<file path="config.mk">
export PLATFORM = sky130hd
export DESIGN_NAME = bcd_calendar_counter
export DESIGN_NICKNAME = d
export VERILOG_FILES = /design/src/rtl/cal_pkg.sv /design/src/rtl/cal_bcd_pair.sv /design/src/rtl/cal_month_limit.sv /design/src/rtl/bcd_calendar_counter.sv
export SDC_FILE = /design/constraint.sdc
export NUM_CORES = 1
export LEC_CHECK = 0
export ABC_AREA = 1
export BUFFER_PORTS_ARGS = -buffer_cell sky130_fd_sc_hd__clkbuf_2
export CELL_PAD_IN_SITES_DETAIL_PLACEMENT = 0
export CELL_PAD_IN_SITES_GLOBAL_PLACEMENT = 1
export CORE_MARGIN = 1
export CORE_UTILIZATION = 41
export CTS_CLUSTER_DIAMETER = 120
export DETAILED_ROUTE_END_ITERATION = 8
export PLACE_DENSITY_LB_ADDON = 0.1
export SLEW_MARGIN = 20
export SYNTH_ARGS = -nofsm -noshare
export SYNTH_HDL_FRONTEND = slang
export SYNTH_SLANG_ARGS = --single-unit
</file>
<file path="constraint.sdc">
create_clock -name clk_i -period 6.65 [get_ports clk_i]
set_clock_uncertainty 0.05 [all_clocks]
set_input_delay 0.3325 -clock clk_i [delete_from_list [all_inputs] [get_ports clk_i]]
set_output_delay 0.3325 -clock clk_i [all_outputs]
set_load 0.03 [all_outputs]
</file>
<file path="src/rtl/cal_pkg.sv">
package cal_pkg;
   localparam int FIELD_W = 8;
   localparam int NIB_W   = FIELD_W / 2;

   // packed BCD constants shared by the chain
   localparam logic [FIELD_W-1:0] BCD_00 = 8'h00;
   localparam logic [FIELD_W-1:0] BCD_01 = 8'h01;
   localparam logic [FIELD_W-1:0] BCD_12 = 8'h12;
   localparam logic [FIELD_W-1:0] BCD_23 = 8'h23;
   localparam logic [FIELD_W-1:0] BCD_59 = 8'h59;
   localparam logic [FIELD_W-1:0] BCD_99 = 8'h99;

   // last value of the three time-of-day stages, index 0 = seconds
   function automatic logic [FIELD_W-1:0] tod_last(input int idx);
      return (idx == 2) ? BCD_23 : BCD_59;
   endfunction
endpackage

</file>
<file path="src/rtl/cal_bcd_pair.sv">
module cal_bcd_pair #(
   parameter int                FIELD_W = 8,
   parameter logic [FIELD_W-1:0] RST_VAL = '0
) (
   input  logic               clk_i,
   input  logic               rst_ni,
   input  logic               inc_i,
   input  logic               load_i,
   input  logic [FIELD_W-1:0] ld_val_i,
   input  logic [FIELD_W-1:0] first_i,
   input  logic [FIELD_W-1:0] last_i,
   output logic [FIELD_W-1:0] val_o,
   output logic               wrap_o
);
   localparam int NIB_W = FIELD_W / 2;

   if (FIELD_W % 2 != 0) begin : g_bad_width
      $error("cal_bcd_pair: FIELD_W must hold two whole digits");
   end

   logic [FIELD_W-1:0] val_q, val_nxt;
   logic               at_end;

   assign at_end = (val_q >= last_i);

   always_comb begin
      if (at_end)
         val_nxt = first_i;
      else if (val_q[NIB_W-1:0] >= NIB_W'(9))
         val_nxt = {val_q[FIELD_W-1:NIB_W] + NIB_W'(1), {NIB_W{1'b0}}};
      else
         val_nxt = val_q + FIELD_W'(1);
   end

   always_ff @(posedge clk_i or negedge rst_ni) begin
      if (!rst_ni)     val_q <= RST_VAL;
      else if (load_i) val_q <= ld_val_i;
      else if (inc_i)  val_q <= val_nxt;
   end

   assign val_o  = val_q;
   assign wrap_o = inc_i & ~load_i & at_end;


   hold_idle_chk: assert property (@(posedge clk_i) disable iff (!rst_ni)
      (!inc_i && !load_i) |=> $stable(val_o));

   load_take_chk: assert property (@(posedge clk_i) disable iff (!rst_ni)
      load_i |=> (val_o == $past(ld_val_i)));

   wrap_first_chk: assert property (@(posedge clk_i) disable iff (!rst_ni)
      wrap_o |=> (val_o == $past(first_i)));
endmodule

</file>
<file path="src/rtl/cal_month_limit.sv">
module cal_month_limit #(
   parameter int FIELD_W = 8
) (
   input  logic [FIELD_W-1:0] mon_i,
   input  logic [FIELD_W-1:0] year_i,
   output logic               leap_o,
   output logic [FIELD_W-1:0] last_date_o
);
   localparam int NIB_W = FIELD_W / 2;

   logic [NIB_W-1:0] units;
   logic             tens_odd;

   assign units    = year_i[NIB_W-1:0];
   assign tens_odd = year_i[NIB_W];

   // BCD year divisible by 4: even tens with units 0/4/8, odd tens with 2/6
   always_comb begin
      if (tens_odd)
         leap_o = (units == NIB_W'(2)) || (units == NIB_W'(6));
      else
         leap_o = (units == NIB_W'(0)) || (units == NIB_W'(4)) || (units == NIB_W'(8));
   end

   always_comb begin
      unique case (mon_i)
         8'h02:                      last_date_o = leap_o ? 8'h29 : 8'h28;
         8'h04, 8'h06, 8'h09, 8'h11: last_date_o = 8'h30;
         default:                    last_date_o = 8'h31;
      endcase
   end
endmodule

</file>
<file path="src/rtl/bcd_calendar_counter.sv">
module bcd_calendar_counter #(
   parameter int                FIELD_W   = cal_pkg::FIELD_W,
   parameter logic [FIELD_W-1:0] CENT_LAST = 8'h39,
   parameter logic [FIELD_W-1:0] DOW_LAST  = 8'h07
) (
   input  logic               clk_i,
   input  logic               rst_ni,
   input  logic               tick_i,
   input  logic               osc_stop_i,
   input  logic               load_i,
   input  logic [FIELD_W-1:0] ld_sec_i,
   input  logic [FIELD_W-1:0] ld_min_i,
   input  logic [FIELD_W-1:0] ld_hour_i,
   input  logic [FIELD_W-1:0] ld_dow_i,
   input  logic [FIELD_W-1:0] ld_date_i,
   input  logic [FIELD_W-1:0] ld_mon_i,
   input  logic [FIELD_W-1:0] ld_year_i,
   input  logic [FIELD_W-1:0] ld_cent_i,
   output logic [FIELD_W-1:0] sec_o,
   output logic [FIELD_W-1:0] min_o,
   output logic [FIELD_W-1:0] hour_o,
   output logic [FIELD_W-1:0] dow_o,
   output logic [FIELD_W-1:0] date_o,
   output logic [FIELD_W-1:0] mon_o,
   output logic [FIELD_W-1:0] year_o,
   output logic [FIELD_W-1:0] cent_o
);
   import cal_pkg::*;

   localparam int TOD_N = 3;
   localparam int NIB_W = FIELD_W / 2;

   if (FIELD_W != cal_pkg::FIELD_W) begin : g_bad_width
      $error("bcd_calendar_counter: FIELD_W must be two BCD digits");
   end
   if (CENT_LAST[NIB_W-1:0] > 9 || CENT_LAST[FIELD_W-1:NIB_W] > 9) begin : g_bad_cent
      $error("bcd_calendar_counter: CENT_LAST is not packed BCD");
   end
   if (DOW_LAST < 8'h02 || DOW_LAST > 8'h09) begin : g_bad_dow
      $error("bcd_calendar_counter: DOW_LAST out of range");
   end

   logic step;
   assign step = tick_i & ~osc_stop_i & ~load_i;

   // time-of-day stages: seconds, minutes, hours
   logic [FIELD_W-1:0] tod_ld  [TOD_N];
   logic [FIELD_W-1:0] tod_val [TOD_N];
   logic               tod_wrap[TOD_N];

   assign tod_ld[0] = ld_sec_i;
   assign tod_ld[1] = ld_min_i;
   assign tod_ld[2] = ld_hour_i;

   for (genvar i = 0; i < TOD_N; i++) begin : g_tod
      logic inc;
      if (i == 0) begin : g_first
         assign inc = step;
      end else begin : g_next
         assign inc = tod_wrap[i-1];
      end
      cal_bcd_pair #(.FIELD_W(FIELD_W), .RST_VAL(BCD_00)) u_stage (
         .clk_i   (clk_i),
         .rst_ni  (rst_ni),
         .inc_i   (inc),
         .load_i  (load_i),
         .ld_val_i(tod_ld[i]),
         .first_i (BCD_00),
         .last_i  (tod_last(i)),
         .val_o   (tod_val[i]),
         .wrap_o  (tod_wrap[i])
      );
   end

   logic midnight;
   assign midnight = tod_wrap[TOD_N-1];

   // day of week runs beside the date, both stepped at midnight
   logic dow_wrap;
   cal_bcd_pair #(.FIELD_W(FIELD_W), .RST_VAL(BCD_01)) u_dow (
      .clk_i   (clk_i),
      .rst_ni  (rst_ni),
      .inc_i   (midnight),
      .load_i  (load_i),
      .ld_val_i(ld_dow_i),
      .first_i (BCD_01),
      .last_i  (DOW_LAST),
      .val_o   (dow_o),
      .wrap_o  (dow_wrap)
   );

   logic [FIELD_W-1:0] last_date;
   logic               leap;
   logic               date_wrap, mon_wrap, year_wrap, cent_wrap;

   cal_month_limit #(.FIELD_W(FIELD_W)) u_limit (
      .mon_i      (mon_o),
      .year_i     (year_o),
      .leap_o     (leap),
      .last_date_o(last_date)
   );

   cal_bcd_pair #(.FIELD_W(FIELD_W), .RST_VAL(BCD_01)) u_date (
      .clk_i   (clk_i),
      .rst_ni  (rst_ni),
      .inc_i   (midnight),
      .load_i  (load_i),
      .ld_val_i(ld_date_i),
      .first_i (BCD_01),
      .last_i  (last_date),
      .val_o   (date_o),
      .wrap_o  (date_wrap)
   );

   cal_bcd_pair #(.FIELD_W(FIELD_W), .RST_VAL(BCD_01)) u_mon (
      .clk_i   (clk_i),
      .rst_ni  (rst_ni),
      .inc_i   (date_wrap),
      .load_i  (load_i),
      .ld_val_i(ld_mon_i),
      .first_i (BCD_01),
      .last_i  (BCD_12),
      .val_o   (mon_o),
      .wrap_o  (mon_wrap)
   );

   cal_bcd_pair #(.FIELD_W(FIELD_W), .RST_VAL(BCD_00)) u_year (
      .clk_i   (clk_i),
      .rst_ni  (rst_ni),
      .inc_i   (mon_wrap),
      .load_i  (load_i),
      .ld_val_i(ld_year_i),
      .first_i (BCD_00),
      .last_i  (BCD_99),
      .val_o   (year_o),
      .wrap_o  (year_wrap)
   );

   cal_bcd_pair #(.FIELD_W(FIELD_W), .RST_VAL(BCD_00)) u_cent (
      .clk_i   (clk_i),
      .rst_ni  (rst_ni),
      .inc_i   (year_wrap),
      .load_i  (load_i),
      .ld_val_i(ld_cent_i),
      .first_i (BCD_00),
      .last_i  (CENT_LAST),
      .val_o   (cent_o),
      .wrap_o  (cent_wrap)
   );

   assign sec_o  = tod_val[0];
   assign min_o  = tod_val[1];
   assign hour_o = tod_val[2];


   stop_freeze_chk: assert property (@(posedge clk_i) disable iff (!rst_ni)
      (osc_stop_i && !load_i) |=>
         $stable({sec_o, min_o, hour_o, dow_o, date_o, mon_o, year_o, cent_o}));

   dow_midnight_chk: assert property (@(posedge clk_i) disable iff (!rst_ni)
      ($past(!load_i) && (dow_o != $past(dow_o))) |->
         (hour_o == BCD_00 && min_o == BCD_00 && sec_o == BCD_00));

   feb_leap_chk: assert property (@(posedge clk_i) disable iff (!rst_ni)
      ($past(!load_i) && mon_o == 8'h02 && date_o == 8'h29 && $past(date_o) == 8'h28)
         |-> leap);

   cent_step_chk: assert property (@(posedge clk_i) disable iff (!rst_ni)
      ($past(!load_i) && (cent_o != $past(cent_o))) |-> (year_o == BCD_00));

   date_with_hour_chk: assert property (@(posedge clk_i) disable iff (!rst_ni)
      ($past(!load_i) && (date_o != $past(date_o))) |-> (hour_o == BCD_00));
endmodule

</file>
==> results_dict.tcl <==
set metrics [dict create \
    start_util_pct 42.5 \
    leakage_uw 0.00312 \
    drtIter0Drc 229 \
    clk-insertion-delay-late_ns 0.33 \
    vias 4646 \
    grt-ovfl-total 0 \
    synthMuxAreaShare_pct 0 \
    cp-start-kind "flip-flop" \
    p_clk_share_pct 30.1 \
    wl_mm 12.9 \
    yosys.area.top_type "dfrtp_1" \
    syn_to_final_growth_pct 21.2 \
    grt_use_total_pct 21.7 \
    synth_nets 761 \
    synth_most_common_cell "nand2_1" \
    ys_ff_latch 64 \
    clkSinkCount 64 \
    worst-path-max-fanout 22 \
    cts_max_path_buffers 2 \
    hold_violations 0 \
    fp.dieArea_mm2 0.0124 \
    fmax_ghz 0.346 \
    cts_buffers 9 \
    drv_cap 0 \
    htreeDepth 3 \
    die_h_um 111 \
    cts_tree "done" \
    synth_top_family_by_area "simple AND/OR/NAND/NOR gates" \
    setup_viol 0 \
    holdWs_ns 0.148 \
    final_nets 890 \
    min_period_over_period_pct 43.5 \
    yosysTopAreaCellShare_pct 31.2 \
    ctsResizeCount 0 \
    p_total_uw 1600 \
    synth_xor_area_share_pct 2.15 \
    post-route-min-period_ns 2.89 \
    powerDensity_mw_per_mm2 269 \
    diodes 0 \
    synth_compound_area_share_pct 15.6 \
    grt_pass1_wl_mm 21.7 \
    grt_pass1_vias 4608 \
    tightest_slew_ns 0.862 \
    drc_errors 14 \
    hold_buffers 0 \
    antenna_found_initial 0 \
    maxSlewHeadroom_pct 42.6 \
    netlist_instances 645 \
    vdd_drop_max_mv 0.145 \
    synth_fa_ha_area_share_pct 12.0 \
    synthSimpleGateAreaFrac_pct 28.7 \
    core_mm2 0.0115 \
    p_comb_share_pct 36.6 \
    power.internal_uw 947 \
    hold_class "input pin to async pin" \
    final_util_pct 51.6 \
    netSwitchingFraction_pct 40.7 \
    synth.cell_area_mm2 0.00490 \
    pwr-share-seq_pct 33.4 \
    synth_cell_type_count 44 \
    rsz0062_at_grt "false" \
    dp_hpwl_mm 9.36 \
    drive_gt1_share_pct 26.1 \
    critPathKind "flip-flop to flip-flop" \
    syn_avg_cell_area_um2 7.59 \
    yosys-top-cells-count "158 x nand2_1, 77 x inv_1, 61 x dfrtp_1" \
    clk_pin_slew_ns 0.05 \
    synthArstFlopShare_pct 100 \
    synth_area_leaders "dfrtp_1 31%, nand2_1 12%, ha_1 12%, inv_1 5.9%, nand3_1 5.6%" \
    rows 39 \
    end_kind "flip-flop" \
    ys.flop_type "dfrtp_1" \
    cts_setup_buffers 0 \
    maxSlewViolCount 0 \
    status "complete, but fails checks" \
    ios 133 \
    die_width_um 111 \
    cts_root_buf "clkbuf_16" \
    wl_per_cell_um 14.0 \
    failed_checks "DRC" \
    yosysSeqAreaShare_pct 32.8 \
    setup_tns_ns 0 \
    p_sw_uw 651 \
    ys_warn_count 0 \
    drt_first_pass_iters 6 \
    arrival_ns 3.05 \
    portBuffers 132 \
    ant_nets 0 \
    grt_start_max_net_pins 75 \
    globalplace.congestion 0.811 \
    synth_edf_count 0 \
    cp_data_required_time_ns 6.81 \
    vias_per_cell 5.04 \
]
[power groups by stage]
stage | combinational, uW | clock, uW | sequential (uW)
floorplan | 315 | 0 | 637
global placement | 578 | 0 | 537
detailed placement | 587 | 0 | 539
CTS | 590 | 493 | 533
global route | 655 | 509 | 544
finish | 584 | 480 | 534
[cells by family (layout without fill, tap and decap cells)]
kind of cell / after synthesis / count (layout)
AND/OR/NAND/NOR: 299 / 299
XOR/XNOR: 12 / 12
flip-flops: 64 / 64
AO/OA/AOI/OAI: 124 / 124
adder cells (fa/ha/maj): 47 / 47
buffers and inverters: 99 / 233
[area by class of cell]
type                            count  area, um^2
Tap cell                          143         179
Sequential cell                    64        1610
Fill cell                        1176        5580
Inverter                           83         317
Multi-Input combinational cell    482        2860
Clock inverter                      3        40.0
Clock buffer                       13         260
Timing Repair Buffer              134         676
[cell usage in the layout (no fill, tap or decap), drive strengths merged]
cell type  instances
nand4              3
a21oi             33
nor4               1
clkinv             2
bufinv             1
a22oi              6
o211ai            10
o21bai             1
nor3               8
clkbuf           144
ha                47
xor2               9
nand3             59
inv               83
a22o               3
dfrtp             61
or2                2
nand3b             3
xnor2              3
buf                3
nand2            171
a32o               1
o21ai             63
a31oi              6
dfstp              3
nor2              52
a32oi              1
[worst max-delay path, stage by stage, from the launching register on]
cell and delay [ns]:
dfstp_2 0.59, inv_1 0.10, ha_1 0.22, o21ai_0 0.15, o21ai_0 0.11, a32oi_1 0.20, nor2_1 0.06, a31oi_1 0.15
ha_1 0.16, inv_1 0.04, nor2_1 0.08, o21ai_1 0.07, nand2_1 0.11, nand3_4 0.15, nand4_4 0.13, nand2_4 0.19
nand2_1 0.16, o21ai_2 0.06
[registers in the layout (all words and copies together) (netlist names)]
name and flops:
u_year.val_o 8, u_dow.val_o 8, u_date.val_o 8, u_mon.val_o 8, g_tod.u_stage.val_o 24, u_cent.val_o 8
[final timing paths]
check / start / endpoint / slack [ns] / cells after the start
min reg2reg: u_dow.val_o[0]$_DFFE_PN1P_ / u_dow.val_o[0]$_DFFE_PN1P_ / 0.46 / 2
max in group asynchronous: rst_ni / u_year.val_o[0]$_DFFE_PN0P_ / 5.84 / 2
max reg2reg: u_mon.val_o[0]$_DFFE_PN1P_ / u_year.val_o[7]$_DFFE_PN0P_ / 3.76 / 17
min in group clk_i: ld_dow_i[7] / u_dow.val_o[7]$_DFFE_PN0P_ / 0.16 / 3
max: u_mon.val_o[0]$_DFFE_PN1P_ / u_year.val_o[7]$_DFFE_PN0P_ / 3.76 / 17
min: rst_ni / u_mon.val_o[5]$_DFFE_PN0P_ / 0.15 / 2
[metrics by stage]
step	instance area (um^2)	cells	worst slack, ns
global placement	5640	906	3.85
finish	5940	922	3.76
detailed placement	5640	906	3.77
floorplan	4900	645	3.92
global route	5940	922	3.37
CTS	5940	922	3.75
[layer usage]
metal | up-vias | global-route usage [%] | share of wire (%)
met1 | 2158 | 26.9 | 46
li1 | 2375 | - | -
met4 | 0 | 4.23 | 0.79
met5 | - | 0 | 0
met3 | 8 | 5.85 | 5.3
met2 | 105 | 37.8 | 48
Power figures use the tool's default switching activity.
